File: src/rtl/nbt_pkg.sv
package nbt_pkg;
  localparam int unsigned ADDR_W  = 8;
  localparam int unsigned LANES   = 2;
  localparam int unsigned LANE_W  = 9;
  localparam int unsigned BURST_W = 2;
  localparam int unsigned DATA_W  = LANES * LANE_W;
  localparam int unsigned DEPTH   = 2 ** ADDR_W;

  typedef struct packed {
    logic              live;
    logic              wr;
    logic [ADDR_W-1:0] addr;
    logic [LANES-1:0]  be;
  } cmd_t;

  // 1 when the lane's 9 bits do not have the requested parity sense
  function automatic logic lane_bad(input logic [LANE_W-1:0] v, input logic odd_sense);
    return (^v) ^ odd_sense;
  endfunction
endpackage

File: src/rtl/nbt_burst.sv
module nbt_burst
  import nbt_pkg::*;
(
  input  logic              clk,
  input  logic              rst_n,
  input  logic              sel_i,
  input  logic              adv_i,
  input  logic              we_i,
  input  logic              interleave_i,
  input  logic [ADDR_W-1:0] addr_i,
  output logic [ADDR_W-1:0] res_addr_o,
  output logic              res_wr_o
);
  logic [ADDR_W-BURST_W-1:0] hi_q;
  logic [BURST_W-1:0]        base_q;
  logic [BURST_W-1:0]        cnt_q;
  logic [BURST_W-1:0]        cnt_nx;
  logic                      op_q;

  assign cnt_nx = cnt_q + BURST_W'(1);

  always_comb begin
    if (adv_i) begin
      res_addr_o = {hi_q, interleave_i ? (base_q ^ cnt_nx) : (base_q + cnt_nx)};
      res_wr_o   = op_q;
    end else begin
      res_addr_o = addr_i;
      res_wr_o   = we_i;
    end
  end

  always_ff @(posedge clk or negedge rst_n) begin
    if (!rst_n) begin
      hi_q   <= '0;
      base_q <= '0;
      cnt_q  <= '0;
      op_q   <= 1'b0;
    end else if (sel_i) begin
      if (adv_i) begin
        cnt_q <= cnt_nx;
      end else begin
        hi_q   <= addr_i[ADDR_W-1:BURST_W];
        base_q <= addr_i[BURST_W-1:0];
        cnt_q  <= '0;
        op_q   <= we_i;
      end
    end
  end


  linear_step_chk: assert property (@(posedge clk) disable iff (!rst_n)
    sel_i && adv_i && !interleave_i && $past(sel_i) && $past(!interleave_i) && $past(rst_n)
    |-> res_addr_o[BURST_W-1:0] == $past(res_addr_o[BURST_W-1:0]) + BURST_W'(1));


  burst_hi_hold_chk: assert property (@(posedge clk) disable iff (!rst_n)
    sel_i && adv_i && $past(sel_i) && $past(rst_n)
    |-> res_addr_o[ADDR_W-1:BURST_W] == $past(res_addr_o[ADDR_W-1:BURST_W]));


  idle_hold_chk: assert property (@(posedge clk) disable iff (!rst_n)
    !sel_i |=> $stable(cnt_q) && $stable(base_q) && $stable(op_q) && $stable(hi_q));
endmodule

File: src/rtl/nbt_stages.sv
module nbt_stages
  import nbt_pkg::*;
(
  input  logic clk,
  input  logic rst_n,
  input  cmd_t cmd_i,
  output cmd_t s1_o,
  output cmd_t s2_o
);
  always_ff @(posedge clk or negedge rst_n) begin
    if (!rst_n) begin
      s1_o <= '0;
      s2_o <= '0;
    end else begin
      s1_o <= cmd_i;
      s2_o <= s1_o;
    end
  end
endmodule

File: src/rtl/nbt_array.sv
module nbt_array
  import nbt_pkg::*;
(
  input  logic              clk,
  input  logic              wr_en_i,
  input  logic [ADDR_W-1:0] wr_addr_i,
  input  logic [LANES-1:0]  wr_be_i,
  input  logic [DATA_W-1:0] wr_data_i,
  input  logic [ADDR_W-1:0] rd_addr_i,
  output logic [DATA_W-1:0] rd_data_o
);
  logic [DATA_W-1:0] mem [DEPTH];

  always_ff @(posedge clk) begin
    for (int l = 0; l < LANES; l++) begin
      if (wr_en_i && wr_be_i[l])
        mem[wr_addr_i][l*LANE_W +: LANE_W] <= wr_data_i[l*LANE_W +: LANE_W];
    end
  end

  assign rd_data_o = mem[rd_addr_i];
endmodule

File: src/rtl/nbt_sram.sv
module nbt_sram
  import nbt_pkg::*;
(
  input  logic              clk,
  input  logic              rst_n,
  input  logic              pipe_mode,
  input  logic              burst_interleave,
  input  logic              parity_odd,
  input  logic              sel_a,
  input  logic              sel_b,
  input  logic              sel_c,
  input  logic              adv,
  input  logic              we,
  input  logic [ADDR_W-1:0] addr,
  input  logic [LANES-1:0]  be,
  input  logic [DATA_W-1:0] din,
  input  logic              oe,
  output logic [DATA_W-1:0] dout,
  output logic              dout_oe,
  output logic [LANES-1:0]  par_err
);
  logic              sel;
  logic [ADDR_W-1:0] res_addr;
  logic              res_wr;
  cmd_t              cmd_in;
  cmd_t              s1;
  cmd_t              s2;
  cmd_t              commit;
  logic              commit_en;
  logic [DATA_W-1:0] rd_data;
  logic              fwd_hit;
  logic [DATA_W-1:0] merged;
  logic              rd_s1;
  logic              q_live;
  logic [DATA_W-1:0] q_data;
  logic              lat_live;
  logic [DATA_W-1:0] lat_data;

  assign sel = sel_a & sel_b & sel_c;

  nbt_burst u_burst (
    .clk          (clk),
    .rst_n        (rst_n),
    .sel_i        (sel),
    .adv_i        (adv),
    .we_i         (we),
    .interleave_i (burst_interleave),
    .addr_i       (addr),
    .res_addr_o   (res_addr),
    .res_wr_o     (res_wr)
  );

  always_comb begin
    cmd_in.live = sel;
    cmd_in.wr   = res_wr;
    cmd_in.addr = res_addr;
    cmd_in.be   = be;
  end

  nbt_stages u_stages (
    .clk   (clk),
    .rst_n (rst_n),
    .cmd_i (cmd_in),
    .s1_o  (s1),
    .s2_o  (s2)
  );

  // late-write commit point: one stage back in flow-through, two in pipelined
  assign commit    = pipe_mode ? s2 : s1;
  assign commit_en = commit.live & commit.wr;

  nbt_array u_array (
    .clk       (clk),
    .wr_en_i   (commit_en),
    .wr_addr_i (commit.addr),
    .wr_be_i   (commit.be),
    .wr_data_i (din),
    .rd_addr_i (s1.addr),
    .rd_data_o (rd_data)
  );

  // pipelined: a write one stage ahead commits on the edge that loads the output register
  assign fwd_hit = s2.live & s2.wr & (s2.addr == s1.addr);

  always_comb begin
    for (int l = 0; l < LANES; l++) begin
      merged[l*LANE_W +: LANE_W] = (fwd_hit && s2.be[l]) ? din[l*LANE_W +: LANE_W]
                                                         : rd_data[l*LANE_W +: LANE_W];
    end
  end

  assign rd_s1 = s1.live & ~s1.wr;

  always_ff @(posedge clk or negedge rst_n) begin
    if (!rst_n) begin
      q_live <= 1'b0;
      q_data <= '0;
    end else begin
      q_live <= rd_s1;
      if (rd_s1) q_data <= merged;
    end
  end

  assign lat_live = pipe_mode ? q_live : rd_s1;
  assign lat_data = pipe_mode ? q_data : rd_data;
  assign dout_oe  = oe & lat_live;
  assign dout     = dout_oe ? lat_data : '0;

  always_ff @(posedge clk or negedge rst_n) begin
    if (!rst_n) begin
      par_err <= '0;
    end else begin
      for (int l = 0; l < LANES; l++)
        par_err[l] <= commit_en & commit.be[l] & lane_bad(din[l*LANE_W +: LANE_W], parity_odd);
    end
  end


  always_comb begin
    oe_gate_chk: assert (oe || !dout_oe);
  end


  par_src_chk: assert property (@(posedge clk) disable iff (!rst_n)
    (|par_err) |-> $past(commit_en));


  flow_idle_chk: assert property (@(posedge clk) disable iff (!rst_n)
    !pipe_mode && !sel |=> !dout_oe);


  pipe_idle_chk: assert property (@(posedge clk) disable iff (!rst_n)
    pipe_mode && !sel |=> ##1 !dout_oe);


  write_quiet_chk: assert property (@(posedge clk) disable iff (!rst_n)
    !pipe_mode && sel && res_wr |=> !dout_oe);


  forward_chk: assert property (@(posedge clk) disable iff (!rst_n)
    pipe_mode && rd_s1 && fwd_hit && (&s2.be) |=> !dout_oe || (dout == $past(din)));
endmodule

File: config.mk
export PLATFORM = sky130hd
export DESIGN_NAME = nbt_sram
export DESIGN_NICKNAME = d
export VERILOG_FILES = /design/src/rtl/nbt_pkg.sv /design/src/rtl/nbt_burst.sv /design/src/rtl/nbt_stages.sv /design/src/rtl/nbt_array.sv /design/src/rtl/nbt_sram.sv
export SDC_FILE = /design/constraint.sdc
export NUM_CORES = 2
export LEC_CHECK = 0
export BUFFER_PORTS_ARGS = -buffer_cell sky130_fd_sc_hd__buf_2
export CAP_MARGIN = 30
export CORE_MARGIN = 1
export CORE_UTILIZATION = 30
export CTS_BUF_LIST = sky130_fd_sc_hd__clkbuf_8 sky130_fd_sc_hd__clkbuf_16
export CTS_CLUSTER_DIAMETER = 150
export DETAILED_ROUTE_END_ITERATION = 12
export GPL_ROUTABILITY_DRIVEN = 0
export HOLD_SLACK_MARGIN = 0.02
export SLEW_MARGIN = 5
export SYNTH_ARGS = -nofsm -noshare
export SYNTH_HDL_FRONTEND = slang
export SYNTH_MEMORY_MAX_BITS = 65536
export SYNTH_SLANG_ARGS = --single-unit
File: constraint.sdc
create_clock -name clk -period 4.5 [get_ports clk]
set_clock_uncertainty 0.2 [all_clocks]
set_input_delay 0.675 -clock clk [delete_from_list [all_inputs] [get_ports clk]]
set_output_delay 0.675 -clock clk [all_outputs]
set_load 0.02 [all_outputs]
==> results.cfg <==
[outcome]
status = complete, but fails checks
violations = negative setup slack

[pwr]
combPwrFrac = 0.196
p_clk_frac = 0.357
leakage_uw = 0.0708
p_int_uw = 78700
p_seq_frac = 0.446
netSwitchingPower_uw = 28900
total_power_uw = 108000
power_density_mw_per_mm2 = 489
netSwitchingFraction = 0.269
ir_worst_vdd_mv = 0.375

[setup_path]
start_kind = flop
cp-end-kind = output port
crit_start = u_stages.s1_o[2]
critPathRequiredTime_ps = 3620
crit_type = reg2out
r2r-start = u_stages.s1_o[4]
arrival_ps = 4660
crit_fanout = 8

[die]
die_h_um = 779
dieArea_mm2 = 0.607
start_util = 0.301
core_area_mm2 = 0.602
floorplan.io_pins = 60
fp.dieW_um = 779
num_rows = 285

[sta]
setup_viol_count_final = 18
setup_ws_ps = -1040
rsz0062_at_grt = true
slew_headroom = 0.211
hold_viol = 0
fin_tns_setup_ps = -14930
fin_crit_sh = 1.23
fmax_mhz = 181
drv_slew = 0
max_slew.worst_pin.slew_ps = 1180
whs_ps = 46.2
post-route-min-period_ps = 5540

[global_route]
antenna_found_initial = 52
grt_max_degree = 193
grtUsageTotal = 0.181
grt_pass1_vias = 97300
gr-total-overflow = 0
grt_pass1_wl_um = 780000

[cts]
cts_made_buffers = 458
clk_pin_slew_ps = 70
cts_sinks = 4664
clockBufferDepth = 4
insertion_delay_ps = 1030
cts_tree = yes
cts_root_buf = clkbuf_16
cts_max_level = 5

[synthesis]
synth-edff-count = 4608
yosys-top-cells-count = edfxtp_1, mux4_2, nor2_1
syn_avg_cell_area_um2 = 21.2
synthCells = 8542
yosys-top-cells-area = edfxtp_1, mux4_2, mux2i_1, nor2_1, dfrtp_1
synth_nets = 8582
synth-seq-cells = 4664
synth_area_mm2 = 0.181
yosys_warnings = 0
synth_top_cell_by_area = edfxtp_1
ys_types = 91
synth.yosys.seq_area_share = 0.772
synth_top_cell_area_share = 0.764
async_flop_share = 0.0120
yosysMostFrequentCell = edfxtp_1
ys.flop_type = edfxtp_1

[route]
dr.pass1.iters = 9
num_vias = 98500
top_layer = met5
routedWlPerCell_um = 30.8
drc = 0
routed_wl_um = 569000
dr_wl_met3_um = 61500
route.met2.wl_um = 263000
final_antenna_net_count = 0
drtIter0Drc = 14800
wl_met1_um = 218000
vias_per_cell = 5.33

[layout]
nFillCells = 54800
area_growth_pct = 21.5
fin_area_mm2 = 0.220
stdcell_count = 18500
drive_gt1_frac = 0.345
fin_nets = 10100

[hold_path]
hold_path_class = in2async

[placed_design]
placed_cell_area_mm2 = 0.200
dp_hpwl_um = 368000
place_inst = 17400
io_buffers = 59

[run]
maxCapViolCount = 0
## layout by cell type, fill, tap and decap left out, types with 48 or more instances in the layout
cell / instances
inv_1: 99
buf_6: 67
a22oi_1: 150
o22ai_1: 119
nand2_1: 254
buf_4: 1163
nand3_1: 68
mux4_2: 1064
mux2i_1: 296
nor2_1: 560
dfrtp_1: 48
clkinv_2: 91
clkinv_1: 112
a21oi_1: 124
edfxtp_1: 4608
mux2_2: 51
buf_12: 169
bufinv_16: 52
clkbuf_16: 469
## power by group through the flow
stage	Combinational (uW)	Sequential (uW)	Clock (uW)
final	21100	48000	38500
after detailed placement	18600	48900	0
after global routing	21700	48000	40400
after CTS	20400	48000	38800
after floorplan	10100	48800	0
after global placement	18500	48900	0
## routing by layer
layer	vias to the layer above	GRT usage
met4	16	0.0747
li1	38800	-
met3	1091	0.0423
met1	52500	0.244
met2	6104	0.283
met5	-	0
## cells by family (layout without fill, tap and decap cells)
logic type / Yosys count / in the layout / synth area share
adders and majority gates: 1 / 1 / 0.0000691
other: 0 / 21 / 0
AOI/OAI and AO/OA: 770 / 770 / 0.0294
and+or+nand+nor: 1123 / 1123 / 0.0265
muxes: 1444 / 1444 / 0.154
xor gates and xnor gates: 29 / 29 / 0.00140
DFF: 4664 / 4664 / 0.772
buffers and inverters: 511 / 2398 / 0.0170
## critical path: stages, from the launching register on
cell and delay, ps:
dfrtp_4 430, buf_12 140, buf_16 200, buf_16 180, buf_16 160, buf_16 130, mux4_2 510, mux4_2 510
o211ai_1 630, o22ai_1 190, nand3_1 210, a21oi_4 140, buf_6 180
## per-stage QoR
stage                     utilization  setup slack, ps
final                           0.366            -1040
after global routing            0.366             -997
after CTS                       0.363            -1000
after detailed placement        0.333             -560
after global placement          0.332             -793
after floorplan                     -              983
## sequential cells by signal (all words and copies together) (netlist names)
name and flops:
u_burst.op_q 1, u_burst.hi_q 6, u_burst.cnt_q 2, u_stages.s1_o 12, u_stages.s2_o 12, par_err 2, u_burst.base_q 2, u_array.mem 4608
q_data 18, q_live 1
## worst paths after layout
check,to,slack [ps],cells past startpoint
min in group clk,u_array.mem[208][17],60,1
max in group asynchronous,u_stages.s1_o[6],2930,3
setup / recovery,dout[1],-1040,12
hold / removal,u_stages.s1_o[0],50,2
setup reg to reg,u_array.mem[59][3],370,8
hold reg to reg,u_stages.s2_o[1],270,0
## timing repair
item / 4_1_cts / 5_1_grt
resized for setup: 360 / 129
setup endpoints to repair: 18 / 19
cloned: 17 / 4
hold endpoints to repair: 273 / 0
hold buffers: 26 / 0
pin swaps: 91 / 74
setup buffers: 103 / 72
## cell type report
type / count / area, um^2 / share of cell area
Clock inverter: 388 / 3350 / 0.0152
Inverter: 16 / 81.3 / 0.000370
Tap cell: 8036 / 10100 / 0.0457
Multi-Input combinational cell: 3367 / 40100 / 0.182
Timing Repair Buffer: 1526 / 15100 / 0.0684
Antenna cell: 21 / 52.6 / 0.000239
Sequential cell: 4664 / 140000 / 0.635
Clock buffer: 468 / 11700 / 0.0530
Power figures use the tool's default switching activity.
